===== config.mk =====
export PLATFORM = sky130hd
export DESIGN_NAME = timer_chan_clr
export DESIGN_NICKNAME = d
export VERILOG_FILES = /design/src/rtl/tmr_pkg.sv /design/src/rtl/tmr_evt.sv /design/src/rtl/tmr_gr_file.sv /design/src/rtl/timer_chan_clr.sv
export SDC_FILE = /design/constraint.sdc
export NUM_CORES = 1
export LEC_CHECK = 0
export BUFFER_PORTS_ARGS = -buffer_cell sky130_fd_sc_hd__buf_2
export CORE_UTILIZATION = 63
export CTS_BUF_LIST = sky130_fd_sc_hd__clkbuf_8
export DETAILED_ROUTE_END_ITERATION = 8
export PLACE_DENSITY = 0.84
export RECOVER_POWER = 25
export SYNTH_ARGS = -nofsm -noshare
export SYNTH_HDL_FRONTEND = slang
export SYNTH_HIERARCHICAL = 1
export SYNTH_SLANG_ARGS = --single-unit

===== constraint.sdc =====
create_clock -name clk -period 3.7 [get_ports clk]
set_clock_uncertainty 0.1 [all_clocks]
set_input_delay 0.37 -clock clk [delete_from_list [all_inputs] [get_ports clk]]
set_output_delay 0.37 -clock clk [all_outputs]
set_load 0.05 [all_outputs]

===== src/rtl/tmr_pkg.sv =====
package tmr_pkg;

    typedef enum logic [2:0] {
        CLR_OFF   = 3'd0,
        CLR_A     = 3'd1,
        CLR_B     = 3'd2,
        CLR_GRP   = 3'd3,
        CLR_OFF2  = 3'd4,
        CLR_C     = 3'd5,
        CLR_D     = 3'd6,
        CLR_GRP2  = 3'd7
    } clr_sel_e;

    typedef enum logic [2:0] {
        ADR_CTRL = 3'd0,
        ADR_CNT  = 3'd1,
        ADR_GRA  = 3'd2,
        ADR_GRB  = 3'd3,
        ADR_GRC  = 3'd4,
        ADR_GRD  = 3'd5
    } tmr_addr_e;

    typedef struct packed {
        logic       buf_d;
        logic       buf_c;
        logic [3:0] cap_mode;
        logic       grp_en;
        clr_sel_e   sel;
    } tmr_ctrl_t;

    localparam int CTRL_W = $bits(tmr_ctrl_t);
    localparam int NGR    = 4;

    // Self clear from register events for the chosen code
    function automatic logic self_clear(clr_sel_e sel, logic [NGR-1:0] evt);
        case (sel)
            CLR_A:   return evt[0];
            CLR_B:   return evt[1];
            CLR_C:   return evt[2];
            CLR_D:   return evt[3];
            default: return 1'b0;
        endcase
    endfunction

    function automatic logic is_group(clr_sel_e sel);
        return (sel == CLR_GRP) || (sel == CLR_GRP2);
    endfunction

endpackage


===== src/rtl/tmr_evt.sv =====
module tmr_evt
    import tmr_pkg::*;
#(
    parameter int CNT_W = 16
) (
    input  logic             tick,
    input  logic [CNT_W-1:0] cnt,
    input  logic [CNT_W-1:0] gr [NGR],
    input  logic [NGR-1:0]   cap_mode,
    input  logic [NGR-1:0]   cap_in,
    input  logic             buf_c,
    input  logic             buf_d,
    output logic [NGR-1:0]   cmp_evt,
    output logic [NGR-1:0]   cap_evt
);
    logic [NGR-1:0] blocked;
    assign blocked = {buf_d, buf_c, 2'b00};

    for (genvar i = 0; i < NGR; i++) begin : g_evt
        assign cmp_evt[i] = !blocked[i] && !cap_mode[i] && tick && (cnt == gr[i]);
        assign cap_evt[i] = !blocked[i] &&  cap_mode[i] && cap_in[i];
    end
endmodule


===== src/rtl/tmr_gr_file.sv =====
module tmr_gr_file
    import tmr_pkg::*;
#(
    parameter int CNT_W = 16
) (
    input  logic             clk,
    input  logic             rst,
    input  logic [NGR-1:0]   wr_hit,
    input  logic [CNT_W-1:0] wr_data,
    input  logic [CNT_W-1:0] cnt,
    input  logic [NGR-1:0]   cmp_evt,
    input  logic [NGR-1:0]   cap_evt,
    input  logic [1:0]       buf_on,
    output logic [CNT_W-1:0] gr [NGR]
);
    localparam int NPAIR = NGR / 2;

    for (genvar j = 0; j < NPAIR; j++) begin : g_pair
        localparam int P = j;
        localparam int S = j + NPAIR;

        always_ff @(posedge clk) begin
            if (rst) begin
                gr[P] <= '0;
                gr[S] <= '0;
            end else begin
                if (wr_hit[P])                     gr[P] <= wr_data;
                else if (cap_evt[P])               gr[P] <= cnt;
                else if (cmp_evt[P] && buf_on[j])  gr[P] <= gr[S];

                if (wr_hit[S])                     gr[S] <= wr_data;
                else if (cap_evt[S])               gr[S] <= cnt;
                else if (cap_evt[P] && buf_on[j])  gr[S] <= gr[P];
            end
        end
    end


    cap_latch_chk: assert property (@(posedge clk) disable iff (rst)
        (cap_evt[0] && !wr_hit[0]) |=> (gr[0] == $past(cnt)));


    buf_shift_chk: assert property (@(posedge clk) disable iff (rst)
        (cap_evt[0] && buf_on[0] && !wr_hit[2]) |=> (gr[2] == $past(gr[0])));
endmodule


===== src/rtl/timer_chan_clr.sv =====
module timer_chan_clr
    import tmr_pkg::*;
#(
    parameter int CNT_W    = 16,
    parameter bit FULL_CLR = 1'b1
) (
    input  logic             clk,
    input  logic             rst,
    input  logic             tick,
    input  logic [3:0]       cap_in,
    input  logic             sync_clr_in,
    output logic             sync_clr_out,
    input  logic             bus_wr,
    input  logic [2:0]       bus_addr,
    input  logic [CNT_W-1:0] bus_wdata,
    output logic [CNT_W-1:0] bus_rdata
);
    localparam int PAD_W = CNT_W - CTRL_W;

    tmr_ctrl_t        ctrl;
    tmr_ctrl_t        ctrl_wr;
    logic [CNT_W-1:0] cnt;
    logic [CNT_W-1:0] gr [NGR];
    logic [NGR-1:0]   cmp_evt;
    logic [NGR-1:0]   cap_evt;
    logic [NGR-1:0]   gr_wr;
    logic             ctrl_we;
    logic             cnt_we;
    logic             clr_self;
    logic             clr_grp;
    logic             clr;

    assign ctrl_we = bus_wr && (bus_addr == ADR_CTRL);
    assign cnt_we  = bus_wr && (bus_addr == ADR_CNT);

    for (genvar i = 0; i < NGR; i++) begin : g_wdec
        assign gr_wr[i] = bus_wr && (bus_addr == 3'(int'(ADR_GRA) + i));
    end

    // Reduced variant keeps the top clear-select bit at zero
    if (FULL_CLR) begin : g_full
        assign ctrl_wr = tmr_ctrl_t'(bus_wdata[CTRL_W-1:0]);
    end else begin : g_reduced
        tmr_ctrl_t raw;
        assign raw     = tmr_ctrl_t'(bus_wdata[CTRL_W-1:0]);
        assign ctrl_wr = '{buf_d: raw.buf_d, buf_c: raw.buf_c, cap_mode: raw.cap_mode,
                           grp_en: raw.grp_en, sel: clr_sel_e'({1'b0, raw.sel[1:0]})};
    end

    always_ff @(posedge clk) begin
        if (rst)          ctrl <= '0;
        else if (ctrl_we) ctrl <= ctrl_wr;
    end

    tmr_evt #(.CNT_W(CNT_W)) u_evt (
        .tick     (tick),
        .cnt      (cnt),
        .gr       (gr),
        .cap_mode (ctrl.cap_mode),
        .cap_in   (cap_in),
        .buf_c    (ctrl.buf_c),
        .buf_d    (ctrl.buf_d),
        .cmp_evt  (cmp_evt),
        .cap_evt  (cap_evt)
    );

    tmr_gr_file #(.CNT_W(CNT_W)) u_gr (
        .clk     (clk),
        .rst     (rst),
        .wr_hit  (gr_wr),
        .wr_data (bus_wdata),
        .cnt     (cnt),
        .cmp_evt (cmp_evt),
        .cap_evt (cap_evt),
        .buf_on  ({ctrl.buf_d, ctrl.buf_c}),
        .gr      (gr)
    );

    assign clr_self     = self_clear(ctrl.sel, cmp_evt | cap_evt);
    assign clr_grp      = is_group(ctrl.sel) && ctrl.grp_en && sync_clr_in;
    assign clr          = clr_self || clr_grp;
    assign sync_clr_out = clr_self && ctrl.grp_en;

    always_ff @(posedge clk) begin
        if (rst)         cnt <= '0;
        else if (cnt_we) cnt <= bus_wdata;
        else if (clr)    cnt <= '0;
        else if (tick)   cnt <= cnt + 1'b1;
    end

    always_comb begin
        case (bus_addr)
            ADR_CTRL: bus_rdata = {{PAD_W{1'b0}}, ctrl};
            ADR_CNT:  bus_rdata = cnt;
            ADR_GRA:  bus_rdata = gr[0];
            ADR_GRB:  bus_rdata = gr[1];
            ADR_GRC:  bus_rdata = gr[2];
            ADR_GRD:  bus_rdata = gr[3];
            default:  bus_rdata = '0;
        endcase
    end


    self_clr_zero_chk: assert property (@(posedge clk) disable iff (rst)
        (clr_self && !cnt_we) |=> (cnt == '0));


    cnt_wr_prio_chk: assert property (@(posedge clk) disable iff (rst)
        cnt_we |=> (cnt == $past(bus_wdata)));


    cnt_step_chk: assert property (@(posedge clk) disable iff (rst)
        (tick && !clr && !cnt_we) |=> (cnt == $past(cnt) + 1'b1));


    sync_out_en_chk: assert property (@(posedge clk) disable iff (rst)
        sync_clr_out |-> ctrl.grp_en);


    buf_no_clr_chk: assert property (@(posedge clk) disable iff (rst)
        (ctrl.buf_c && ctrl.sel == CLR_C) |-> !clr_self);


    off_code_chk: assert property (@(posedge clk) disable iff (rst)
        (ctrl.sel[1:0] == 2'b00) |-> !clr);
endmodule


## Word-level counts from Yosys, hierarchy flattened

Cells that the tools add are included.

| storage, ports and cells | value |
|---|---|
| word-level logic and storage cells | 87 |
| register bits after elaboration | 90 |
| bits of input ports | 28 |
| output and inout port bits | 17 |

| operators by class | value |
|---|---|
| reduce and logical (&&, ||, !) cells | 43 |
| multiplexer cells | 17 |
| add/sub/neg operators | 1 |
| equal/unequal tests | 15 |
| bitwise operators | 1 |

Operators by type and width:

| kind | number |
|---|---|
| $mux W16 | 15 |
| $pmux W16 S6 | 1 |
| $eq A16 B16 Y1 | 4 |
| $logic_and A1 B1 Y1 | 29 |
| $add A16 B1 Y16 const B | 1 |
| $eq A3 B3 Y1 const B | 5 |
| $reduce_bool A3 Y1 | 5 |
| $eq A3 B2 Y1 const B | 4 |
| $eq A3 B1 Y1 const B | 2 |
| $logic_not A1 Y1 | 6 |
| $or A4 B4 Y4 | 1 |
| $pmux W1 S4 | 1 |
| $logic_not A3 Y1 | 1 |
| $logic_or A1 B1 Y1 | 2 |

## Depth between registers and ports, before layout

| depth | value |
|---|---|
| word-level depth | 9 |
| mapped depth | 10 |
| depth with buffers taken out | 9 |

## Cells and area by module

Netlist, hierarchy kept.

By module, submodules not included:

| module | area each (um^2) | cells an instance | seq. area each (um^2) | times used |
|---|---|---|---|---|
| tmr_gr_file | 3358.2 | 381 | 1281.2 | 1 |
| timer_chan_clr | 2245.9 | 293 | 520.5 | 1 |
| tmr_evt | 778.2 | 93 | 0.0 | 1 |

## Least setup slack after synthesis

No wires, ideal clock.

| timing | value |
|---|---|
| kind | register to output |
| start point | reg cnt[14] |
| end point | out sync_clr_out |
| data arrival time | 2.655 ns |
| stages on the path, launching flop included | 8 |
| required time | 3.230 ns |
| buffers on the path | 0 |
| slack | 0.575 ns |
| path through | dfxtp_1 -> xor2_1 -> nor4_1 -> nand4_1 -> nor4_2 -> o21bai_2 -> mux4_2 -> nor2_1 |

| on the way | value |
|---|---|
| word-level cells in the longest chain between the ends | 5 |

Ends and longest elaborated chain:

| item | RTL line | text |
|---|---|---|
| from (decl) | timer_chan_clr.sv:22 | `logic [CNT_W-1:0] cnt;` |
| from (signal assigned) | timer_chan_clr.sv:86 | `else if (cnt_we) cnt <= bus_wdata;` |
| from (signal assigned) | timer_chan_clr.sv:88 | `else if (tick) cnt <= cnt + 1'b1;` |
| $eq A16 B16 Y1 | tmr_evt.sv:20 | `assign cmp_evt[i] = !blocked[i] && !cap_mode[i] && tick && (cnt == gr[i]);` |
| $logic_and A1 B1 Y1 | tmr_evt.sv:20 |  |
| via cmp_evt[0] | timer_chan_clr.sv:24 | `logic [NGR-1:0] cmp_evt;` |
| $or A4 B4 Y4 | timer_chan_clr.sv:79 | `assign clr_self = self_clear(ctrl.sel, cmp_evt \| cap_evt);` |
| $pmux W1 S4 | tmr_pkg.sv:36 | `case (sel)` |
| $logic_and A1 B1 Y1 | timer_chan_clr.sv:82 | `assign sync_clr_out = clr_self && ctrl.grp_en;` |
| to (decl) | timer_chan_clr.sv:12 | `output logic sync_clr_out,` |

The timed path passes the listed nets, and every way through them passes these cells.

## Worst setup path after layout

| timing | value |
|---|---|
| start point | reg cnt[8] |
| end point | out sync_clr_out |

The elaborated chain is that of the path after synthesis.

==> metrics.yaml <==
status: "completed"
synthCells: 767
cp.required_ps: 3230
cts.sinks: 90
end_kind: "output port"
cts_buffers: 9
num_antenna_cells: 0
grt_overflow: 0
netlist_area_um2: 6380
synth_top_family_by_area: "compound AO/OA/AOI/OAI gates"
num_rows: 36
drt_wl_total_um: 24300
yosysMostFrequentCell: "nand2_1"
globalplace.congestion: 1.09
core_area_um2: 9770
route.detailed.drc: 0
netlist_top_cells_count: "nand2_1 (99), dfxtp_1 (90), xor2_1 (64), mux2i_1 (48), a211oi_1 (34)"
dp.cells: 915
hold_class: "in2reg"
area_delta_synth_final_pct: 7.90
clk_latency_ps: 390
min_period_ps: 3590
vias: 6758
yosysTopAreaCellShare_pct: 28.2
die_area_um2: 10500
final_nets: 822
max_freq_mhz: 278
grt_pass1_vias: 6292
first_pass_iters: 7
port_buffers: 44
setup_violations: 0
via_per_inst: 7.26
synth.largest_area_cell: "dfxtp_1"
period_share_pct: 97.1
hpwlAfterDp_um: 17200
ys_async_sr_fraction_pct: 0
post_cts_buffers: 0
grt_pass1_wl_um: 36200
ctsHtreeMaxLevel: 3
synth_area_leaders: "dfxtp_1 (28%), xor2_1 (8.8%), mux2i_1 (7.5%)"
synth_seq_cells: 90
startpoint_type: "flip-flop"
rsz0062_at_grt: "false"
synthAdderAreaFrac_pct: 0.196
antenna_found_initial: 0
cts_tree: "yes"
drive_gt1_share_pct: 16.8
holdBufCountCts: 0
ir_drop_mv: 0.291
initial_core_util_pct: 65.3
grt.total_usage_pct: 47.2
leakage_nw: 2.85
syn_nets: 796
die_w_um: 103
routed_wire_length_per_instance_um: 26.1
maxSlewViolCount: 0
finalNonFillerCells: 931
tns_ps: 0
critPathArrivalTime_ps: 3120
ys.flop_type: "dfxtp_1"
ios: 45
clk_path_buf_depth: 2
path_clk_slew_ps: 90
cp_max_fo: 9
muxShareOfSynthArea_pct: 10.0
hold_violations: 0
ys_seq_area_share_pct: 28.2
synth_compound_area_share_pct: 26.1
die_height_um: 103
synth.distinct_cells: 59
slew_headroom_pct: 13.0
synth-xor-area-share_pct: 8.78
synth_edf_count: 0
first_iter_violations: 707
yosysWarningCount: 6
synthSimpleGateAreaFrac_pct: 21.5
tightestPinTransition_ps: 1310
critPathKind: "reg2out"
cts_root_buffer: "clkbuf_8"
drtAntennaViolNets: 0
post_synth.cell_area_avg_um2: 8.32
pwr_density_cell_nw_per_um2: 295
max_cap_viol_count: 0
grt_max_degree: 33
-- layer usage --
layer  vias to the layer above  GRT usage, %  wire length, µm
li1                       2922             -                -
met1                      3146          59.6             9120
met2                       563          69.5            10400
met3                       127          16.4             3340
met4                         0          27.8             1420
met5                         -             0                0
-- critical path, cell delays in order, from the launching register on --
cell and delay [ps]:
dfxtp_1 660, xor2_1 200, nor4_1 300, nand4_1 150, nor4_2 350, o21bai_2 80
mux4_2 600, nor2_1 120, buf_2 270
-- through the flow --
step | hold WS [ps] | util (%) | cell area [µm²] | setup slack, ps | power (mW)
floorplan | 351 | - | 6380 | 575 | 1.27
global placement | 408 | 68.7 | 6720 | 542 | 1.39
detailed placement | 419 | 68.7 | 6720 | 461 | 1.40
CTS | 171 | 70.5 | 6890 | 103 | 2.01
global route | 171 | 70.5 | 6890 | 12.1 | 2.08
finish | 188 | 70.5 | 6890 | 106 | 2.03
-- report_power, final --
part / internal (mW) / switching (mW)
Sequential: 0.992 / 0.0474
Combinational: 0.121 / 0.232
Clock: 0.258 / 0.383
-- kinds of logic after synthesis --
logic type,count (synthesis)
flip-flops,90
adder cells (fa/ha/maj),1
AND/OR/NAND/NOR,265
buffers and inverters,69
AO/OA/AOI/OAI,219
XOR/XNOR,64
multiplexers,59
-- registers in the layout, summed over array words and instances, names as in the netlist --
name     count
u_gr/gr     64
cnt         16
ctrl        10
-- timing repair --
| item | CTS | global route |
|---|---|---|
| gates resized for setup | 0 | 7 |
| hold endpoints to repair | 0 | 0 |
| endpoints found under the setup margin | 0 | 1 |
-- final cells by class --
type | count | area [µm²]
multi-input cells | 608 | 4250
fillers | 823 | 2890
flip-flops and latches | 90 | 1810
repair buffers | 78 | 463
well taps | 133 | 166
clock buffers | 10 | 138
clock inverters | 6 | 33.8
inverters | 6 | 22.5
-- placed cells by master, fill, tap and decap left out, types with 4 or more instances in the layout --
master / count
nor3b_1: 5
a221o_1: 16
a2111oi_2: 8
a2bb2oi_1: 4
nor4_2: 5
mux2_2: 8
buf_4: 31
a22oi_1: 14
nor2_2: 5
clkbuf_8: 10
nor2b_1: 23
dfxtp_1: 83
nand3_1: 10
buf_2: 43
nor3_1: 24
and3_1: 28
a21oi_1: 31
o32ai_1: 16
nor4_1: 12
mux2i_1: 48
nand2b_1: 5
nand4_1: 5
o21ai_0: 21
a22o_1: 16
inv_1: 7
nand2_1: 99
o22ai_1: 14
dfxtp_2: 7
a211oi_1: 34
o221ai_1: 14
nor2_1: 30
xor2_1: 64
o21ai_1: 16
clkbuf_1: 4
-- final timing paths --
check	startpoint	to	slack [ps]	cells after the start
max	cnt[8]$_SDFFE_PP0P_	sync_clr_out	110	8
min	bus_wdata[10]	u_gr/gr[42]$_SDFFE_PP0P_	190	3
min reg2reg	ctrl[7]$_SDFFE_PP0P_	ctrl[7]$_SDFFE_PP0P_	440	2
max reg2reg	cnt[8]$_SDFFE_PP0P_	cnt[7]$_SDFFE_PP0P_	390	9
(Power assumes the default switching activity.)
